===== config.mk =====
export PLATFORM = sky130hd
export DESIGN_NAME = spi_queue_seq
export DESIGN_NICKNAME = d
export VERILOG_FILES = /design/src/rtl/qspi_seq_pkg.sv /design/src/rtl/qspi_queue_ram.sv /design/src/rtl/qspi_dly_timer.sv /design/src/rtl/qspi_seq_fsm.sv /design/src/rtl/spi_queue_seq.sv
export SDC_FILE = /design/constraint.sdc
export NUM_CORES = 1
export LEC_CHECK = 0
export BUFFER_PORTS_ARGS = -buffer_cell sky130_fd_sc_hd__buf_2
export CELL_PAD_IN_SITES_DETAIL_PLACEMENT = 0
export CELL_PAD_IN_SITES_GLOBAL_PLACEMENT = 1
export CORE_MARGIN = 5
export CORE_UTILIZATION = 55
export DETAILED_ROUTE_END_ITERATION = 10
export GPL_ROUTABILITY_DRIVEN = 0
export PLACE_DENSITY_LB_ADDON = 0.1
export SLEW_MARGIN = 20
export SYNTH_ARGS = -nofsm -noshare
export SYNTH_HDL_FRONTEND = slang
export SYNTH_SLANG_ARGS = --single-unit

===== constraint.sdc =====
create_clock -name clk -period 3.8 [get_ports clk]
set_clock_uncertainty 0.05 [all_clocks]
set_input_delay 0.76 -clock clk [delete_from_list [all_inputs] [get_ports clk]]
set_output_delay 0.76 -clock clk [all_outputs]
set_load 0.02 [all_outputs]

===== src/rtl/qspi_seq_pkg.sv =====
package qspi_seq_pkg;

  typedef enum logic [2:0] {
    ST_IDLE,
    ST_LOAD,
    ST_ISSUE,
    ST_WAIT,
    ST_DELAY
  } seq_state_e;

  localparam logic [1:0] FLD_TX  = 2'd0;
  localparam logic [1:0] FLD_RX  = 2'd1;
  localparam logic [1:0] FLD_CMD = 2'd2;

endpackage


===== src/rtl/qspi_queue_ram.sv =====
module qspi_queue_ram
  import qspi_seq_pkg::*;
#(
  parameter int DEPTH  = 16,
  parameter int DATA_W = 16,
  parameter int CMD_W  = 17,
  parameter int HOST_W = 17,
  localparam int PTR_W = $clog2(DEPTH)
) (
  input  logic              clk,
  input  logic              rst_n,
  input  logic              h_we,
  input  logic [1:0]        h_fld,
  input  logic [PTR_W-1:0]  h_addr,
  input  logic [HOST_W-1:0] h_wdata,
  output logic [HOST_W-1:0] h_rdata,
  input  logic [PTR_W-1:0]  seq_addr,
  output logic [DATA_W-1:0] seq_tx,
  output logic [CMD_W-1:0]  seq_cmd,
  input  logic              rx_we,
  input  logic [PTR_W-1:0]  rx_addr,
  input  logic [DATA_W-1:0] rx_data
);

  logic [DATA_W-1:0] tx_q  [DEPTH];
  logic [DATA_W-1:0] rx_q  [DEPTH];
  logic [CMD_W-1:0]  cmd_q [DEPTH];

  for (genvar i = 0; i < DEPTH; i++) begin : g_slot
    logic hit;
    assign hit = (h_addr == PTR_W'(i)) && h_we;

    always_ff @(posedge clk) begin
      if (hit && h_fld == FLD_TX)  tx_q[i]  <= h_wdata[DATA_W-1:0];
      if (hit && h_fld == FLD_CMD) cmd_q[i] <= h_wdata[CMD_W-1:0];
      if (rx_we && rx_addr == PTR_W'(i)) rx_q[i] <= rx_data;
      else if (hit && h_fld == FLD_RX)   rx_q[i] <= h_wdata[DATA_W-1:0];
    end
  end

  assign seq_tx  = tx_q[seq_addr];
  assign seq_cmd = cmd_q[seq_addr];

  always_ff @(posedge clk or negedge rst_n) begin
    if (!rst_n) begin
      h_rdata <= '0;
    end else begin
      unique case (h_fld)
        FLD_TX:  h_rdata <= HOST_W'(tx_q[h_addr]);
        FLD_RX:  h_rdata <= HOST_W'(rx_q[h_addr]);
        FLD_CMD: h_rdata <= HOST_W'(cmd_q[h_addr]);
        default: h_rdata <= '0;
      endcase
    end
  end

endmodule


===== src/rtl/qspi_dly_timer.sv =====
module qspi_dly_timer #(
  parameter int DLY_W = 8
) (
  input  logic             clk,
  input  logic             rst_n,
  input  logic             load,
  input  logic [DLY_W-1:0] load_val,
  output logic             last
);

  logic [DLY_W-1:0] cnt;

  always_ff @(posedge clk or negedge rst_n) begin
    if (!rst_n)            cnt <= '0;
    else if (load)         cnt <= load_val;
    else if (cnt != '0)    cnt <= cnt - 1'b1;
  end

  assign last = (cnt == DLY_W'(1));

endmodule


===== src/rtl/qspi_seq_fsm.sv =====
module qspi_seq_fsm
  import qspi_seq_pkg::*;
#(
  parameter int DEPTH  = 16,
  parameter int DATA_W = 16,
  parameter int CS_W   = 4,
  parameter int LEN_W  = 4,
  parameter int DLY_W  = 8,
  localparam int PTR_W = $clog2(DEPTH),
  localparam int CMD_W = CS_W + LEN_W + DLY_W + 1
) (
  input  logic              clk,
  input  logic              rst_n,
  input  logic              go,
  input  logic              halt,
  input  logic              wrap_en,
  input  logic [PTR_W-1:0]  start_ptr,
  input  logic [PTR_W-1:0]  end_ptr,
  input  logic [DATA_W-1:0] ent_tx,
  input  logic [CMD_W-1:0]  ent_cmd,
  output logic [PTR_W-1:0]  rd_ptr,
  output logic              cmd_valid,
  input  logic              cmd_ready,
  output logic [DATA_W-1:0] cmd_data,
  output logic [LEN_W-1:0]  cmd_len,
  output logic [CS_W-1:0]   cmd_cs,
  input  logic              rsp_valid,
  output logic              rsp_ready,
  input  logic [DATA_W-1:0] rsp_data,
  output logic              rx_we,
  output logic [PTR_W-1:0]  rx_addr,
  output logic [DATA_W-1:0] rx_data,
  output logic              tmr_load,
  output logic [DLY_W-1:0]  tmr_val,
  input  logic              tmr_last,
  output logic [CS_W-1:0]   cs_n,
  output logic              busy,
  output logic              done
);

  localparam int CS_LSB = DLY_W + LEN_W;

  seq_state_e        st;
  logic [PTR_W-1:0]  ptr, first_q, last_q, ptr_inc;
  logic              wrap_q, halt_pend;
  logic [DATA_W-1:0] lat_tx;
  logic [LEN_W-1:0]  lat_len;
  logic [CS_W-1:0]   lat_cs;
  logic [DLY_W-1:0]  lat_dly;
  logic              lat_hold;
  logic [CS_W-1:0]   cs_q;
  logic              rsp_hs, step, stop_req, at_last;

  assign ptr_inc  = (ptr == PTR_W'(DEPTH - 1)) ? '0 : ptr + 1'b1;
  assign rsp_hs   = (st == ST_WAIT) && rsp_valid;
  assign step     = (rsp_hs && lat_dly == '0) || (st == ST_DELAY && tmr_last);
  assign stop_req = halt_pend || halt;
  assign at_last  = (ptr == last_q);

  always_ff @(posedge clk or negedge rst_n) begin
    if (!rst_n) begin
      st        <= ST_IDLE;
      ptr       <= '0;
      first_q   <= '0;
      last_q    <= '0;
      wrap_q    <= 1'b0;
      halt_pend <= 1'b0;
      busy      <= 1'b0;
      done      <= 1'b0;
      cs_q      <= '1;
      lat_tx    <= '0;
      lat_len   <= '0;
      lat_cs    <= '0;
      lat_dly   <= '0;
      lat_hold  <= 1'b0;
    end else begin
      if (halt && st != ST_IDLE) halt_pend <= 1'b1;
      unique case (st)
        ST_IDLE: begin
          if (go) begin
            first_q   <= start_ptr;
            last_q    <= end_ptr;
            wrap_q    <= wrap_en;
            ptr       <= start_ptr;
            busy      <= 1'b1;
            done      <= 1'b0;
            halt_pend <= 1'b0;
            st        <= ST_LOAD;
          end
        end
        ST_LOAD: begin
          lat_tx   <= ent_tx;
          lat_dly  <= ent_cmd[DLY_W-1:0];
          lat_len  <= ent_cmd[DLY_W +: LEN_W];
          lat_cs   <= ent_cmd[CS_LSB +: CS_W];
          lat_hold <= ent_cmd[CMD_W-1];
          cs_q     <= ~ent_cmd[CS_LSB +: CS_W];
          st       <= ST_ISSUE;
        end
        ST_ISSUE: begin
          if (cmd_ready) st <= ST_WAIT;
        end
        ST_WAIT: begin
          if (rsp_valid) begin
            if (!lat_hold) cs_q <= '1;
            if (lat_dly != '0) st <= ST_DELAY;
          end
        end
        ST_DELAY: ;
        default: st <= ST_IDLE;
      endcase
      if (step) begin
        if (stop_req || (at_last && !wrap_q)) begin
          st        <= ST_IDLE;
          busy      <= 1'b0;
          done      <= !stop_req;
          cs_q      <= '1;
          halt_pend <= 1'b0;
        end else begin
          st  <= ST_LOAD;
          ptr <= at_last ? first_q : ptr_inc;
        end
      end
    end
  end

  assign rd_ptr    = ptr;
  assign cmd_valid = (st == ST_ISSUE);
  assign cmd_data  = lat_tx;
  assign cmd_len   = lat_len;
  assign cmd_cs    = lat_cs;
  assign rsp_ready = (st == ST_WAIT);
  assign rx_we     = rsp_hs;
  assign rx_addr   = ptr;
  assign rx_data   = rsp_data;
  assign tmr_load  = rsp_hs && (lat_dly != '0);
  assign tmr_val   = lat_dly;
  assign cs_n      = cs_q;

endmodule


===== src/rtl/spi_queue_seq.sv =====
module spi_queue_seq
  import qspi_seq_pkg::*;
#(
  parameter int DEPTH  = 16,
  parameter int DATA_W = 16,
  parameter int CS_W   = 4,
  parameter int LEN_W  = 4,
  parameter int DLY_W  = 8,
  localparam int PTR_W  = $clog2(DEPTH),
  localparam int CMD_W  = CS_W + LEN_W + DLY_W + 1,
  localparam int HOST_W = (DATA_W > CMD_W) ? DATA_W : CMD_W
) (
  input  logic              clk,
  input  logic              rst_n,
  input  logic              host_we,
  input  logic [1:0]        host_fld,
  input  logic [PTR_W-1:0]  host_addr,
  input  logic [HOST_W-1:0] host_wdata,
  output logic [HOST_W-1:0] host_rdata,
  input  logic              go,
  input  logic              halt,
  input  logic              wrap_en,
  input  logic [PTR_W-1:0]  start_ptr,
  input  logic [PTR_W-1:0]  end_ptr,
  output logic              busy,
  output logic              done,
  output logic [PTR_W-1:0]  cur_ptr,
  output logic              cmd_valid,
  input  logic              cmd_ready,
  output logic [DATA_W-1:0] cmd_data,
  output logic [LEN_W-1:0]  cmd_len,
  output logic [CS_W-1:0]   cmd_cs,
  input  logic              rsp_valid,
  output logic              rsp_ready,
  input  logic [DATA_W-1:0] rsp_data,
  output logic [CS_W-1:0]   cs_n
);

  logic [PTR_W-1:0]  rd_ptr, rx_addr;
  logic [DATA_W-1:0] ent_tx, rx_data;
  logic [CMD_W-1:0]  ent_cmd;
  logic              rx_we, tmr_load, tmr_last;
  logic [DLY_W-1:0]  tmr_val;

  qspi_queue_ram #(
    .DEPTH(DEPTH), .DATA_W(DATA_W), .CMD_W(CMD_W), .HOST_W(HOST_W)
  ) ram_i (
    .clk(clk), .rst_n(rst_n),
    .h_we(host_we), .h_fld(host_fld), .h_addr(host_addr),
    .h_wdata(host_wdata), .h_rdata(host_rdata),
    .seq_addr(rd_ptr), .seq_tx(ent_tx), .seq_cmd(ent_cmd),
    .rx_we(rx_we), .rx_addr(rx_addr), .rx_data(rx_data)
  );

  qspi_dly_timer #(.DLY_W(DLY_W)) tmr_i (
    .clk(clk), .rst_n(rst_n),
    .load(tmr_load), .load_val(tmr_val), .last(tmr_last)
  );

  qspi_seq_fsm #(
    .DEPTH(DEPTH), .DATA_W(DATA_W), .CS_W(CS_W), .LEN_W(LEN_W), .DLY_W(DLY_W)
  ) fsm_i (
    .clk(clk), .rst_n(rst_n),
    .go(go), .halt(halt), .wrap_en(wrap_en),
    .start_ptr(start_ptr), .end_ptr(end_ptr),
    .ent_tx(ent_tx), .ent_cmd(ent_cmd), .rd_ptr(rd_ptr),
    .cmd_valid(cmd_valid), .cmd_ready(cmd_ready), .cmd_data(cmd_data),
    .cmd_len(cmd_len), .cmd_cs(cmd_cs),
    .rsp_valid(rsp_valid), .rsp_ready(rsp_ready), .rsp_data(rsp_data),
    .rx_we(rx_we), .rx_addr(rx_addr), .rx_data(rx_data),
    .tmr_load(tmr_load), .tmr_val(tmr_val), .tmr_last(tmr_last),
    .cs_n(cs_n), .busy(busy), .done(done)
  );

  assign cur_ptr = rd_ptr;

endmodule


==> results.tsv <==
metric	value	unit
outcome	complete, no violations	
per-cell routed wire length	34.52	um
via/cell ratio	6.893	
gr busiest metal	met2	
setup ws final	899.1	ps
Final setup viols	0	
dpl hpwl	72510	um
DP Area	43180	sq um
Post-Route WL	118200	um
DRC viols	0	
power share of the clock group	0.329	
Max Slew Vio Count	0	
Worst Hold Class	in2async	
fmax	344.7	MHz
reg2reg path depth	7	
die height	282.3	um
vias in the first global route	24300	
cell chain of the critical path	nand4b_1, nor3_1, buf_4, nand2_1, nor3b_4, buf_4, mux2_2	
htree depth	3	
share of cells above drive strength 1	0.4395	
Final Non-Filler Cells	3425	
crit path kind	reg2reg	
final critical-path share of the clock period	0.7634	
Req. time, crit path	4140	ps
design area	46070	sq um
Worst EP arrival	3240	ps
Seq cells post-synth	865	
CTS hold repair buffers	0	
GRT overflow	0	
Syn Std Cell Area	40790	sq um
global-route wire length before repair	170400	um
total setup buffers inserted after CTS	0	
CP Launch Type	flip-flop	
VDD IR max	0.3923	mV
row count	99	
Reg2Reg Setup Slack	900	ps
crit end category	flip-flop	
clk_lat worst skew	650	ps
Post-synth EDFFs	784	
GRT Overall Usage	0.2995	
CTS buffer count	92	
fillers	5156	
CP most frequent cell	buf_4	
leakage dissipation	15.57	nW
min Tclk post-route	2901	ps
initial antenna violation count	3	
RSZ-0062 raised after global routing	no	
Net Sw Power	7.502	mW
Core ar.	73210	sq um
syn_nets	2279	
sequential area share after synthesis	0.6270	
Cells after DPL	3251	
Synth Flop Type	edfxtp_1	
reg2reg start	fsm_i.st[1]	
Seq pwr share	0.433	
Max-slew headroom	0.2796	
DR vias	23610	
Root Buffer	clkbuf_16	
dpl ws	447.2	ps
asr flop ratio synth	0.09364	
Layout area overhead	12.94	%
Buffers on Ports	107	
die area	79700	sq um
CTS resizes	0	
Crit-path slowest cell	dfrtp_1	
CP peak stage delay	600	ps
final hold violation count	0	
post-route ant nets	0	
nets@finish	2448	
FF-to-FF End	ram_i.rx_q[3][0]	
worst hold margin	102.1	ps
largest net degree at the start of global routing	58	
Avg Cell Area, Syn	18.40	sq um
I/O pin total	108	
Combinational Power Share	0.238	
maxcap violations	0	
clk buf depth	3	
DRT Pass-1 Iters	5	
Initial DRC Count	2987	
Mapped Cells	2217	
Worst-path clk slew	60	ps
Final TNS setup	0	ps
met1 usage	0.4190	
# clock sinks	865	
GR Util met3	0.06380	
Pwr Density	570.4	nW/um^2
Yosys cell types	58	
GRT met2 Usage	0.4791	
synth warn	0	
CTS tree	done	
Sw Share	0.2855	
slew at the pin closest to its max-slew limit	1081	ps
Worst Path Max Fanout	16	
Pint	18.77	mW
starting density of the core	0.5572	
overall die width	282.3	um
## cells in the final DEF, fill, tap and decap left out, types with 5 or more instances in the layout
| cell | netlist | final |
|---|---|---|
| bufinv_16 | 0 | 5 |
| buf_2 | 56 | 104 |
| nor2_2 | 1 | 34 |
| and3_1 | 6 | 6 |
| inv_1 | 9 | 8 |
| nor2_4 | 1 | 5 |
| buf_4 | 17 | 131 |
| dfrtp_1 | 77 | 73 |
| nor3_1 | 6 | 6 |
| o211ai_1 | 9 | 9 |
| a22oi_1 | 43 | 43 |
| clkinv_2 | 0 | 19 |
| clkbuf_16 | 0 | 93 |
| nand4_2 | 6 | 6 |
| ha_1 | 7 | 7 |
| clkinv_1 | 0 | 17 |
| o21ai_2 | 0 | 16 |
| buf_12 | 0 | 19 |
| nor2b_1 | 9 | 9 |
| nand2_1 | 159 | 159 |
| xnor2_1 | 8 | 8 |
| a211o_1 | 8 | 8 |
| a21oi_1 | 38 | 38 |
| mux2_2 | 264 | 264 |
| nor2_1 | 62 | 25 |
| a211oi_1 | 5 | 5 |
| nand3_1 | 7 | 7 |
| edfxtp_1 | 784 | 784 |
| clkbuf_8 | 0 | 7 |
| mux4_2 | 356 | 356 |
| nand2b_1 | 8 | 6 |
| o211a_1 | 5 | 5 |
| a221oi_1 | 5 | 5 |
| o21ai_0 | 40 | 24 |
| mux2i_1 | 58 | 58 |
| clkbuf_1 | 85 | 26 |
## how the worst max path moves through the flow
stage / start / end / cells past startpoint
2_1_floorplan: host_addr[3] / ram_i.rx_q[11][0] / 5
3_3_place_gp: host_addr[0] / ram_i.h_rdata[14] / 6
3_5_place_dp: host_addr[0] / ram_i.rx_q[2][4] / 7
4_1_cts: fsm_i.st[1] / ram_i.rx_q[3][0] / 7
5_1_grt: fsm_i.st[1] / ram_i.rx_q[0][14] / 7
6_report: fsm_i.st[1] / ram_i.rx_q[3][0] / 7
## per-layer routing
metal	vias to the layer above	wire [um]
met5	-	13
li1	9512	-
met3	248	10670
met4	2	4460
met1	12580	45620
met2	1268	57460
## per-stage QoR
stage / util / total power [mW]
after CTS: 0.6292 / 26.46
after detailed placement: 0.5898 / 17.89
after floorplan: - / 15.79
final: 0.6293 / 26.27
after global placement: 0.5898 / 17.78
after global routing: 0.6292 / 27.28
## critical path, delay by kind of cell, from the launching register on
family	cells	cell delay, ps
and+or+nand+nor	4	1190
muxes	1	300
buffers and inverters	2	480
DFF	1	600
## power by group through the flow
stage / combinational (mW) / clock, mW / sequential, mW
6_report: 6.27 / 8.63 / 11.4
5_1_grt: 6.70 / 9.15 / 11.4
4_1_cts: 6.32 / 8.75 / 11.4
3_5_place_dp: 6.31 / 0 / 11.6
3_3_place_gp: 6.22 / 0 / 11.6
2_1_floorplan: 4.27 / 0 / 11.5
## layout make-up
type                       instances  area (sq um)  area share
tap                              959          1200     0.02605
clock buffer                     125          2507     0.05443
multi-input combinational       1162         14450      0.3136
timing repair buffer             256          1913     0.04153
sequential                       865         25580      0.5554
clock inverter                    47         375.4    0.008148
inverter                           9         33.78   0.0007334
antenna                            2         5.005   0.0001086
## flip-flops by register name, summed over array words and instances, names as in the netlist
register and count:
fsm_i.done 1, tmr_i.cnt 8, fsm_i.cs_n 4, fsm_i.busy 1, fsm_i.cmd_data 16, fsm_i.tmr_val 8
fsm_i.rd_ptr 4, fsm_i.st 3, fsm_i.cmd_len 4, fsm_i.halt_pend 1, ram_i.rx_q 256, fsm_i.wrap_q 1
ram_i.cmd_q 272, ram_i.tx_q 256, fsm_i.lat_hold 1, fsm_i.cmd_cs 4, fsm_i.last_q 4, fsm_i.first_q 4
ram_i.h_rdata 17
## cells in the mapped netlist, types with 5 or more instances
cell type	number	area share
a211o_1	8	0.0017
a211oi_1	5	0.00092
a21oi_1	38	0.0047
a221oi_1	5	0.0011
a22oi_1	43	0.0079
and3_1	6	0.00092
buf_1	10	0.00092
buf_2	56	0.0069
buf_4	17	0.0031
buf_6	13	0.0036
clkbuf_1	85	0.0078
dfrtp_1	77	0.047
edfxtp_1	784	0.58
ha_1	7	0.0021
inv_1	9	0.00083
mux2_2	264	0.073
mux2i_1	58	0.014
mux4_2	356	0.20
nand2_1	159	0.015
nand2b_1	8	0.0012
nand3_1	7	0.00086
nand4_2	6	0.0018
nor2_1	62	0.0057
nor2b_1	9	0.0014
nor3_1	6	0.00074
o211a_1	5	0.0012
o211ai_1	9	0.0017
o21ai_0	40	0.0049
xnor2_1	8	0.0017
## cell families after synthesis
logic type / Yosys count / synth area share
xor gates and xnor gates: 10 / 0.002147
and+or+nand+nor: 289 / 0.03261
DFF: 865 / 0.6270
adders and majority gates: 7 / 0.002147
buffers and inverters: 190 / 0.02316
muxes: 681 / 0.2845
AOI/OAI and AO/OA: 175 / 0.02841
(Power assumes the default switching activity.)
